`config.mk`:
```
export PLATFORM = sky130hd
export DESIGN_NAME = mem_stage_ctrl
export DESIGN_NICKNAME = d
export VERILOG_FILES = /design/src/rtl/mem_stage_ctrl.sv
export SDC_FILE = /design/constraint.sdc
export NUM_CORES = 1
export LEC_CHECK = 0
export ABC_AREA = 1
export ABC_CLOCK_PERIOD_IN_PS = 5670
export CORE_MARGIN = 2
export CORE_UTILIZATION = 30
export DETAILED_ROUTE_END_ITERATION = 7
export GPL_TIMING_DRIVEN = 0
export PLACE_DENSITY = 0.62
export SLEW_MARGIN = 20
export SYNTH_ARGS = -nofsm -noshare
export SYNTH_HDL_FRONTEND = slang
export SYNTH_SLANG_ARGS = --single-unit
```
`constraint.sdc`:
```
create_clock -name clk -period 5.67 [get_ports clk]
set_input_delay 0.8505 -clock clk [delete_from_list [all_inputs] [get_ports clk]]
set_output_delay 0.8505 -clock clk [all_outputs]
set_load 0.05 [all_outputs]
```
`src/rtl/mem_stage_ctrl.sv`:
```
module mem_stage_ctrl #(
  parameter int AW = 32,
  parameter int DW = 32,
  parameter int RW = 5
) (
  input  logic          clk,
  input  logic          rst,
  input  logic          ex_valid,
  input  logic [1:0]    ex_op,
  input  logic [AW-1:0] ex_addr,
  input  logic [DW-1:0] ex_wdata,
  input  logic [DW-1:0] ex_result,
  input  logic [RW-1:0] ex_rd,
  input  logic          ex_rwr,
  input  logic          mem_ready,
  input  logic [DW-1:0] mem_rdata,
  output logic          mem_req,
  output logic          mem_we,
  output logic [AW-1:0] mem_addr,
  output logic [DW-1:0] mem_wdata,
  output logic          freeze,
  output logic          bubble,
  output logic          wb_valid,
  output logic          wb_regwr,
  output logic [RW-1:0] wb_rd,
  output logic [DW-1:0] wb_data
);
  localparam logic [1:0] OP_LOAD  = 2'b01;
  localparam logic [1:0] OP_STORE = 2'b10;

  logic          m_valid, m_load, m_store, m_rwr;
  logic [AW-1:0] m_addr;
  logic [DW-1:0] m_wdata, m_result;
  logic [RW-1:0] m_rd;

  assign mem_req   = m_valid & (m_load | m_store);
  assign mem_we    = m_valid & m_store;
  assign mem_addr  = m_addr;
  assign mem_wdata = m_wdata;
  assign freeze    = mem_req & ~mem_ready;
  assign bubble    = freeze;

  always_ff @(posedge clk) begin
    if (rst) begin
      m_valid  <= 1'b0;
      m_load   <= 1'b0;
      m_store  <= 1'b0;
      m_rwr    <= 1'b0;
      wb_valid <= 1'b0;
      wb_regwr <= 1'b0;
    end else if (!freeze) begin
      m_valid  <= ex_valid;
      m_load   <= ex_valid & (ex_op == OP_LOAD);
      m_store  <= ex_valid & (ex_op == OP_STORE);
      m_rwr    <= ex_rwr;
      wb_valid <= m_valid;
      wb_regwr <= m_valid & m_rwr & ~m_store;
    end else begin
      wb_valid <= 1'b0;
      wb_regwr <= 1'b0;
    end
  end

  always_ff @(posedge clk) begin
    if (!freeze) begin
      m_addr   <= ex_addr;
      m_wdata  <= ex_wdata;
      m_result <= ex_result;
      m_rd     <= ex_rd;
      wb_rd    <= m_rd;
      wb_data  <= m_load ? mem_rdata : m_result;
    end
  end

  AST_FREEZE_WAITS: assert property (@(posedge clk) disable iff (rst)
    freeze |-> mem_req && !mem_ready);
  AST_BUBBLE_DOWN: assert property (@(posedge clk) disable iff (rst)
    bubble |=> !wb_valid && !wb_regwr);
  AST_HOLD_STABLE: assert property (@(posedge clk) disable iff (rst)
    freeze |=> mem_req && $stable(mem_addr) && $stable(mem_wdata) && $stable(mem_we));
  AST_LOAD_CAPTURE: assert property (@(posedge clk) disable iff (rst)
    (mem_req && mem_ready && m_load) |=> wb_valid && wb_data == $past(mem_rdata));
  AST_WE_IMPLIES_REQ: assert property (@(posedge clk) disable iff (rst)
    mem_we |-> mem_req);
  AST_STORE_NO_REGWR: assert property (@(posedge clk) disable iff (rst)
    (mem_we && mem_ready) |=> !wb_regwr);
  AST_RESET_CLEAR: assert property (@(posedge clk)
    rst |=> !mem_req && !wb_valid && !freeze);
endmodule

```
After elaboration in Yosys (flattened, before gate mapping)
Index checks and enable logic that the tools add are counted.
{ "totals": {"mem_count": 0, "latchBits": 0, "word_cells": 26, "rom_bits": 0, "ram_bits": 0, "reg_bits": 144} }
{ "op_classes": {"eq_ne": 2, "reduce_logical": 1, "addsub": 0, "order_cmp": 0, "shifts": 0, "mul": 0, "muxes": 1, "bitwise_logic": 10, "div_mod_pow": 0} }
{ "op_table": {"columns": ["operator", "count"], "rows": [
  ["32-bit two-way mux", 1],
  ["1-bit bitwise AND", 7],
  ["2-bit by 1-bit equality test with 1-bit output, second input constant", 1],
  ["2-bit equality test, second input constant", 1],
  ["1-bit NOT", 2],
  ["2-bit OR reduction", 1],
  ["1-bit bitwise OR", 1]
]} }

Logic depth before layout (Yosys ltp)
Gate-level depths: netlist of the first run.
{ "logic_depth": {"ltp_word": 4, "mapped_depth": 6, "ltp_nobuf": 5} }

Least setup slack after synthesis of the first run
Ideal clock, no wire load.
{ "synth_path": {"path_kind": "in2out", "from": "input mem_ready", "to": "output freeze", "stages": 4, "path_slack_ns": 2.279, "required_time_ns": 4.819, "n_path_buf": 1, "arrival_ns": 2.541, "path_cell_list": "inv_2 nand2_4 inv_2 buf_4"} }
{ "synth_between": {"elab_chain_len": 2} }
{ "synth_rtl": {"columns": ["element", "line_no", "rtl"], "rows": [
  ["start, declared", "15", "input logic mem_ready,"],
  ["1-bit NOT", "40", "assign freeze = mem_req & ~mem_ready;"],
  ["1-bit bitwise AND", "40", null],
  ["end, declared", "21", "output logic freeze,"]
]} }
No other way between the ends.

Final worst setup path of the first run
Ends and elaborated chain as after synthesis.

==> results of run 1 <==
==> area by class of cell <==
| type | count | area share [%] |
|---|---|---|
| clock buffer | 18 | 5.26 |
| tap | 216 | 3.31 |
| inverter | 8 | 0.368 |
| timing repair buffer | 247 | 30.5 |
| clock inverter | 14 | 1.41 |
| sequential | 144 | 52.2 |
| multi-input combinational | 121 | 6.27 |
| buffer | 8 | 0.689 |
==> final timing paths <==
kind	startpoint	end	cells past startpoint
setup / recovery	mem_ready	freeze	7
hold / removal	m_rd[0]$_DFFE_PN_	wb_rd[0]$_DFFE_PN_	0
setup reg to reg	m_load$_SDFFE_PP0N_	mem_addr[15]$_DFFE_PN_	5
hold reg to reg	m_rd[0]$_DFFE_PN_	wb_rd[0]$_DFFE_PN_	0
==> where the power goes <==
group          switching [mW]  leakage, nW  internal, mW
combinational           0.229         1.39         0.170
sequential             0.0172         1.51          1.23
clock                   0.427        0.264         0.602
total                   0.673         3.16          2.01
==> synth_stat cells <==
| cell | instances | area [um2] |
|---|---|---|
| inv_2 | 3 | 11.3 |
| nand3_1 | 2 | 10.0 |
| o21ai_1 | 1 | 5.00 |
| a21oi_2 | 1 | 8.76 |
| buf_4 | 4 | 30.0 |
| a21oi_1 | 1 | 5.00 |
| nor3_2 | 1 | 10.0 |
| edfxtp_1 | 138 | 4140 |
| nor2_2 | 2 | 12.5 |
| buf_2 | 3 | 15.0 |
| nand2_4 | 3 | 33.8 |
| dfxtp_1 | 6 | 120 |
| nand2_2 | 1 | 6.26 |
| buf_6 | 1 | 11.3 |
| inv_1 | 5 | 18.8 |
| nor2_1 | 8 | 30.0 |
| nand2_1 | 100 | 375 |
| or2_2 | 1 | 6.26 |
==> metal layers <==
metal	up-vias	global-route usage, %	routed length, um
li1	1530	-	-
met1	1471	14.4	4330
met2	120	24.4	6180
met3	11	5.21	804
met4	0	5.07	168
met5	-	0	0
==> logic make-up (layout without fill, tap and decap cells) <==
group / Yosys count / in the layout
compound gates: 3 / 3
buf+inv: 16 / 295
flops: 144 / 144
simple gates: 118 / 118
==> per-stage QoR <==
stage                     std cells  total power, mW  instance area (um2)  util, %  hold WS (ns)
after floorplan                 281             1.47                 4850        -         0.400
after global placement          743             1.67                 7590     47.9         0.404
after detailed placement        744             1.68                 7620     48.2         0.407
after CTS                       776             2.71                 8170     51.6         0.424
after global routing            776             2.78                 8170     51.6         0.438
final                           776             2.68                 8170     51.6         0.420
==> flip-flops by register name (all words and copies together), names as in the netlist <==
| register | flops |
|---|---|
| m_store | 1 |
| m_rd | 5 |
| wb_data | 32 |
| wb_rd | 5 |
| wb_valid | 1 |
| m_rwr | 1 |
| m_load | 1 |
| mem_wdata | 32 |
| m_result | 32 |
| wb_regwr | 1 |
| m_valid | 1 |
| mem_addr | 32 |
==> critical path, delay by kind of cell <==
kind / cells / cell delay (ns)
buffers and inverters: 6 / 1.99
AND/OR/NAND/NOR: 1 / 0.37
==> reports/results.tsv, run 1 <==
metric	value	unit
crit end category	primary output	
critical path peak fanout	78	
status	finished clean	
number of vias per cell	4.04	
crit path cell chain	clkdlybuf4s50_1 > inv_2 > nand2_8 > buf_16 > inv_2 > buf_4 > clkdlybuf4s50_1	
Longest Clk Path Bufs	2	
unrepaired setup endpoints after global routing	no	
Initial DRC Count	175	
first-pass GRT wire length	17.8	mm
max_slew headroom	63.0	%
CTS H-Tree Depth	4	
clk_lat worst skew	0.41	ns
Fin Setup TNS	0	ns
HP Class	flip-flop to flip-flop	
final WL	11.5	mm
min Tclk post-route	4.07	ns
largest family of logic cells by synthesized area	simple AND/OR/NAND/NOR gates	
vias	3132	
Final Max Slew Viols	0	
Sequential cell area	0.00426	mm2
post-route ant nets	0	
proportion of synthesized area in mux cells	0	%
Final setup viols	0	
GRT Total Usage	13.5	%
CTS buffer count	17	
RePlAce Congestion	0.743	
final period utilization	71.7	%
flops & latches, synth	144	
worst slew pin tran	0.554	ns
Compound-Gate Fraction of Synth Area	0.387	%
slowest CP cell	clkdlybuf4s50_1	
vias in the first global route	3284	
Final Worst Setup Slack	1.60	ns
Worst Skew	0.00864	ns
simple-gate portion of the synthesized area	9.98	%
Clock Root Buffer	clkbuf_16	
hpwl dp	8.38	mm
xor and xnor area share after synthesis	0	%
Worst VDD drop	0.228	mV
Core ar.	0.0158	mm2
commonest non-fill, non-tap cell in the layout	clkdlybuf4s50_1	
# nets final	687	
share of layout cells above drive strength 1	8.75	%
syn_area_per_cell	17.3	um2
CP Data Arrival Time	3.22	ns
slowest stage delay, CP	0.68	ns
FF-to-FF setup slack	3.95	ns
Port Buffers	246	
Crit Path Class	primary input to primary output	
post-cts resize count	0	
max_cap viols	0	
hold-fix buffers at CTS	0	
most frequent cells in the layout	clkdlybuf4s50_1, edfxtp_1, nand2_1	
drt wl/cell	14.8	um
clock-pin transition on the worst setup and hold timing paths	0.06	ns
drt pass-1 iters	4	
crit start category	primary input	
Die Y	131	um
area grow syn2layout	68.3	%
# fillers	1324	
P_leak	3.16	nW
grt total ovfl	0	
synth unique cells	18	
Max Freq	0.246	GHz
largest net degree at the start of global routing	79	
Place WS	1.56	ns
initial antenna violation count	0	
Initial Util	30.7	%
Syn. warnings	0	
Mapped Area	0.00485	mm2
die footprint	0.0172	mm2
final hold violations	0	
Antenna diodes	0	
residual DRC count	0	
TritonCTS clock tree	yes	
multi-input logic area	512	um2
adder-cell share of the synthesized area	0	%
row cnt	46	
Post-Syn Instances	281	
IO Pins	247	
Mapped Nets	421	
critical path data required time	4.82	ns
CTS sink cnt	144	
DIE WIDTH	131	um
Seq/Total Area, Yosys	87.9	%
postcts setup bufs	0	
P per Cell Area	328	mW/mm2
Note: power is estimated with default switching activity, not from simulation.
==> inputs of run 2 (changes only) <==
--- a/config.mk
+++ b/config.mk
@@ -6,7 +6,7 @@
 export NUM_CORES = 1
 export LEC_CHECK = 0
 export ABC_AREA = 1
-export ABC_CLOCK_PERIOD_IN_PS = 5670
+export ABC_CLOCK_PERIOD_IN_PS = 3900
 export CORE_MARGIN = 2
 export CORE_UTILIZATION = 30
 export DETAILED_ROUTE_END_ITERATION = 7
==> constraint.sdc (replaced) <==
create_clock -name clk -period 3.9 [get_ports clk]
set_input_delay 0.585 -clock clk [delete_from_list [all_inputs] [get_ports clk]]
set_output_delay 0.585 -clock clk [all_outputs]
set_load 0.05 [all_outputs]
==> results of run 2 <==
The final DEF is identical to that of run 1. Status: finished clean.
Main changes from that run: setup slack after placement 1.56 ns -> 0.317 ns; setup slack after layout 1.60 ns -> 0.365 ns; register-to-register setup slack 3.95 ns -> 2.18 ns; total power 2.68 mW -> 3.89 mW; worst IR drop on VDD 0.228 mV -> 0.331 mV
==> inputs of run 3 (changes only) <==
--- a/config.mk
+++ b/config.mk
@@ -7,11 +7,13 @@
 export LEC_CHECK = 0
 export ABC_AREA = 1
 export ABC_CLOCK_PERIOD_IN_PS = 3900
+export CELL_PAD_IN_SITES_DETAIL_PLACEMENT = 1
+export CELL_PAD_IN_SITES_GLOBAL_PLACEMENT = 1
 export CORE_MARGIN = 2
 export CORE_UTILIZATION = 30
 export DETAILED_ROUTE_END_ITERATION = 7
 export GPL_TIMING_DRIVEN = 0
-export PLACE_DENSITY = 0.62
+export PLACE_DENSITY = 0.76
 export SLEW_MARGIN = 20
 export SYNTH_ARGS = -nofsm -noshare
 export SYNTH_HDL_FRONTEND = slang
==> reports/results.tsv, run 3 (synthesized netlist as in run 1, its figures left out) <==
metric	value	unit
status	finished clean	
postcts setup bufs	0	
Clock Root Buffer	clkbuf_16	
CP Data Arrival Time	2.96	ns
die footprint	0.0172	mm2
row cnt	46	
Worst VDD drop	0.288	mV
post-cts resize count	0	
Final setup viols	0	
max_slew headroom	61.7	%
Post-Layout Inst Area	0.00819	mm2
FF-to-FF setup slack	2.17	ns
Core ar.	0.0158	mm2
hpwl dp	9.47	mm
GRT Total Usage	15.4	%
TritonCTS clock tree	yes	
Crit Path Class	primary input to primary output	
vias in the first global route	3554	
drt wl/cell	16.8	um
critical path peak fanout	93	
grt total ovfl	0	
RePlAce Congestion	0.751	
Longest Clk Path Bufs	2	
max_cap viols	0	
hold-fix buffers at CTS	0	
Final Worst Setup Slack	0.359	ns
initial antenna violation count	0	
number of vias per cell	4.13	
reg-to-reg startpoint	m_load$_SDFFE_PP0N_	
commonest non-fill, non-tap cell in the layout	clkdlybuf4s50_1	
hold slack final	0.426	ns
most frequent cells in the layout	clkdlybuf4s50_1, edfxtp_1, nand2_1	
P_leak	3.17	nW
CTS H-Tree Depth	4	
Antenna diodes	0	
# fillers	1537	
reg2reg end	mem_addr[8]$_DFFE_PN_	
clk_lat worst skew	0.41	ns
Max Freq	0.282	GHz
Place WS	0.295	ns
CP startpoint	mem_ready	
worst slew pin tran	0.573	ns
residual DRC count	0	
post-route ant nets	0	
crit start category	primary input	
IO Pins	247	
CTS sink cnt	144	
crit end category	primary output	
Initial Util	30.7	%
Util after Layout	51.8	%
final period utilization	90.8	%
final hold violations	0	
final std cells w/o fill	776	
CTS buffer count	17	
drt pass-1 iters	4	
share of layout cells above drive strength 1	8.93	%
DIE WIDTH	131	um
HP Class	flip-flop to flip-flop	
Final Max Slew Viols	0	
Initial DRC Count	114	
min Tclk post-route	3.54	ns
# nets final	687	
vias	3201	
critical path data required time	3.31	ns
Critical Path End	freeze	
Post-DP Area	0.00762	mm2
clock-pin transition on the worst setup and hold timing paths	0.06	ns
unrepaired setup endpoints after global routing	no	
overall power	3.98	mW
first-pass GRT wire length	19.9	mm
area grow syn2layout	68.8	%
Fin Setup TNS	0	ns
Post-Place Cells	744	
P per Cell Area	486	mW/mm2
final WL	13.0	mm
Worst R2R Path Depth	5	
Die Y	131	um
largest net degree at the start of global routing	94	
Port Buffers	246	
Worst Skew	0.00836	ns
## run 3: metal layers
| layer | vias up | routed length [um] | GRT usage [%] |
|---|---|---|---|
| met2 | 119 | 7130 | 28.0 |
| met5 | - | 0 | 0 |
| met3 | 21 | 866 | 5.36 |
| li1 | 1524 | - | - |
| met1 | 1537 | 4750 | 15.7 |
| met4 | 0 | 303 | 7.25 |
## run 3: cell type report
type / instances / area [um2] / area share [%]
buffer: 8 / 56.3 / 0.687
multi-input combinational: 121 / 512 / 6.25
timing repair buffer: 247 / 2490 / 30.4
sequential: 144 / 4260 / 52.0
tap: 216 / 270 / 3.30
clock buffer: 19 / 433 / 5.28
inverter: 8 / 30.0 / 0.366
clock inverter: 13 / 139 / 1.69
## run 3: worst min path at each step
stage                 startpoint            endpoint  slack [ns]  depth (start not counted)
2_1_floorplan  m_rd[0]$_DFFE_PN_  wb_rd[0]$_DFFE_PN_        0.40                          0
3_3_place_gp   m_rd[4]$_DFFE_PN_  wb_rd[4]$_DFFE_PN_        0.40                          0
3_5_place_dp   m_rd[4]$_DFFE_PN_  wb_rd[4]$_DFFE_PN_        0.41                          0
4_1_cts        m_rd[4]$_DFFE_PN_  wb_rd[4]$_DFFE_PN_        0.43                          0
5_1_grt        m_rd[4]$_DFFE_PN_  wb_rd[4]$_DFFE_PN_        0.43                          0
6_report       m_rd[1]$_DFFE_PN_  wb_rd[1]$_DFFE_PN_        0.43                          0
## run 3: critical path, stage by stage
cell             delay, ns
clkdlybuf4s50_1       0.56
inv_2                 0.10
nand2_8               0.31
buf_16                0.43
inv_2                 0.11
buf_4                 0.15
clkdlybuf4s50_1       0.69
## run 3: power breakdown
part | switching [mW] | leakage (nW) | total, mW | internal [mW]
Clock | 0.630 | 0.267 | 1.57 | 0.942
Combinational | 0.338 | 1.39 | 0.586 | 0.248
Sequential | 0.0270 | 1.51 | 1.82 | 1.79
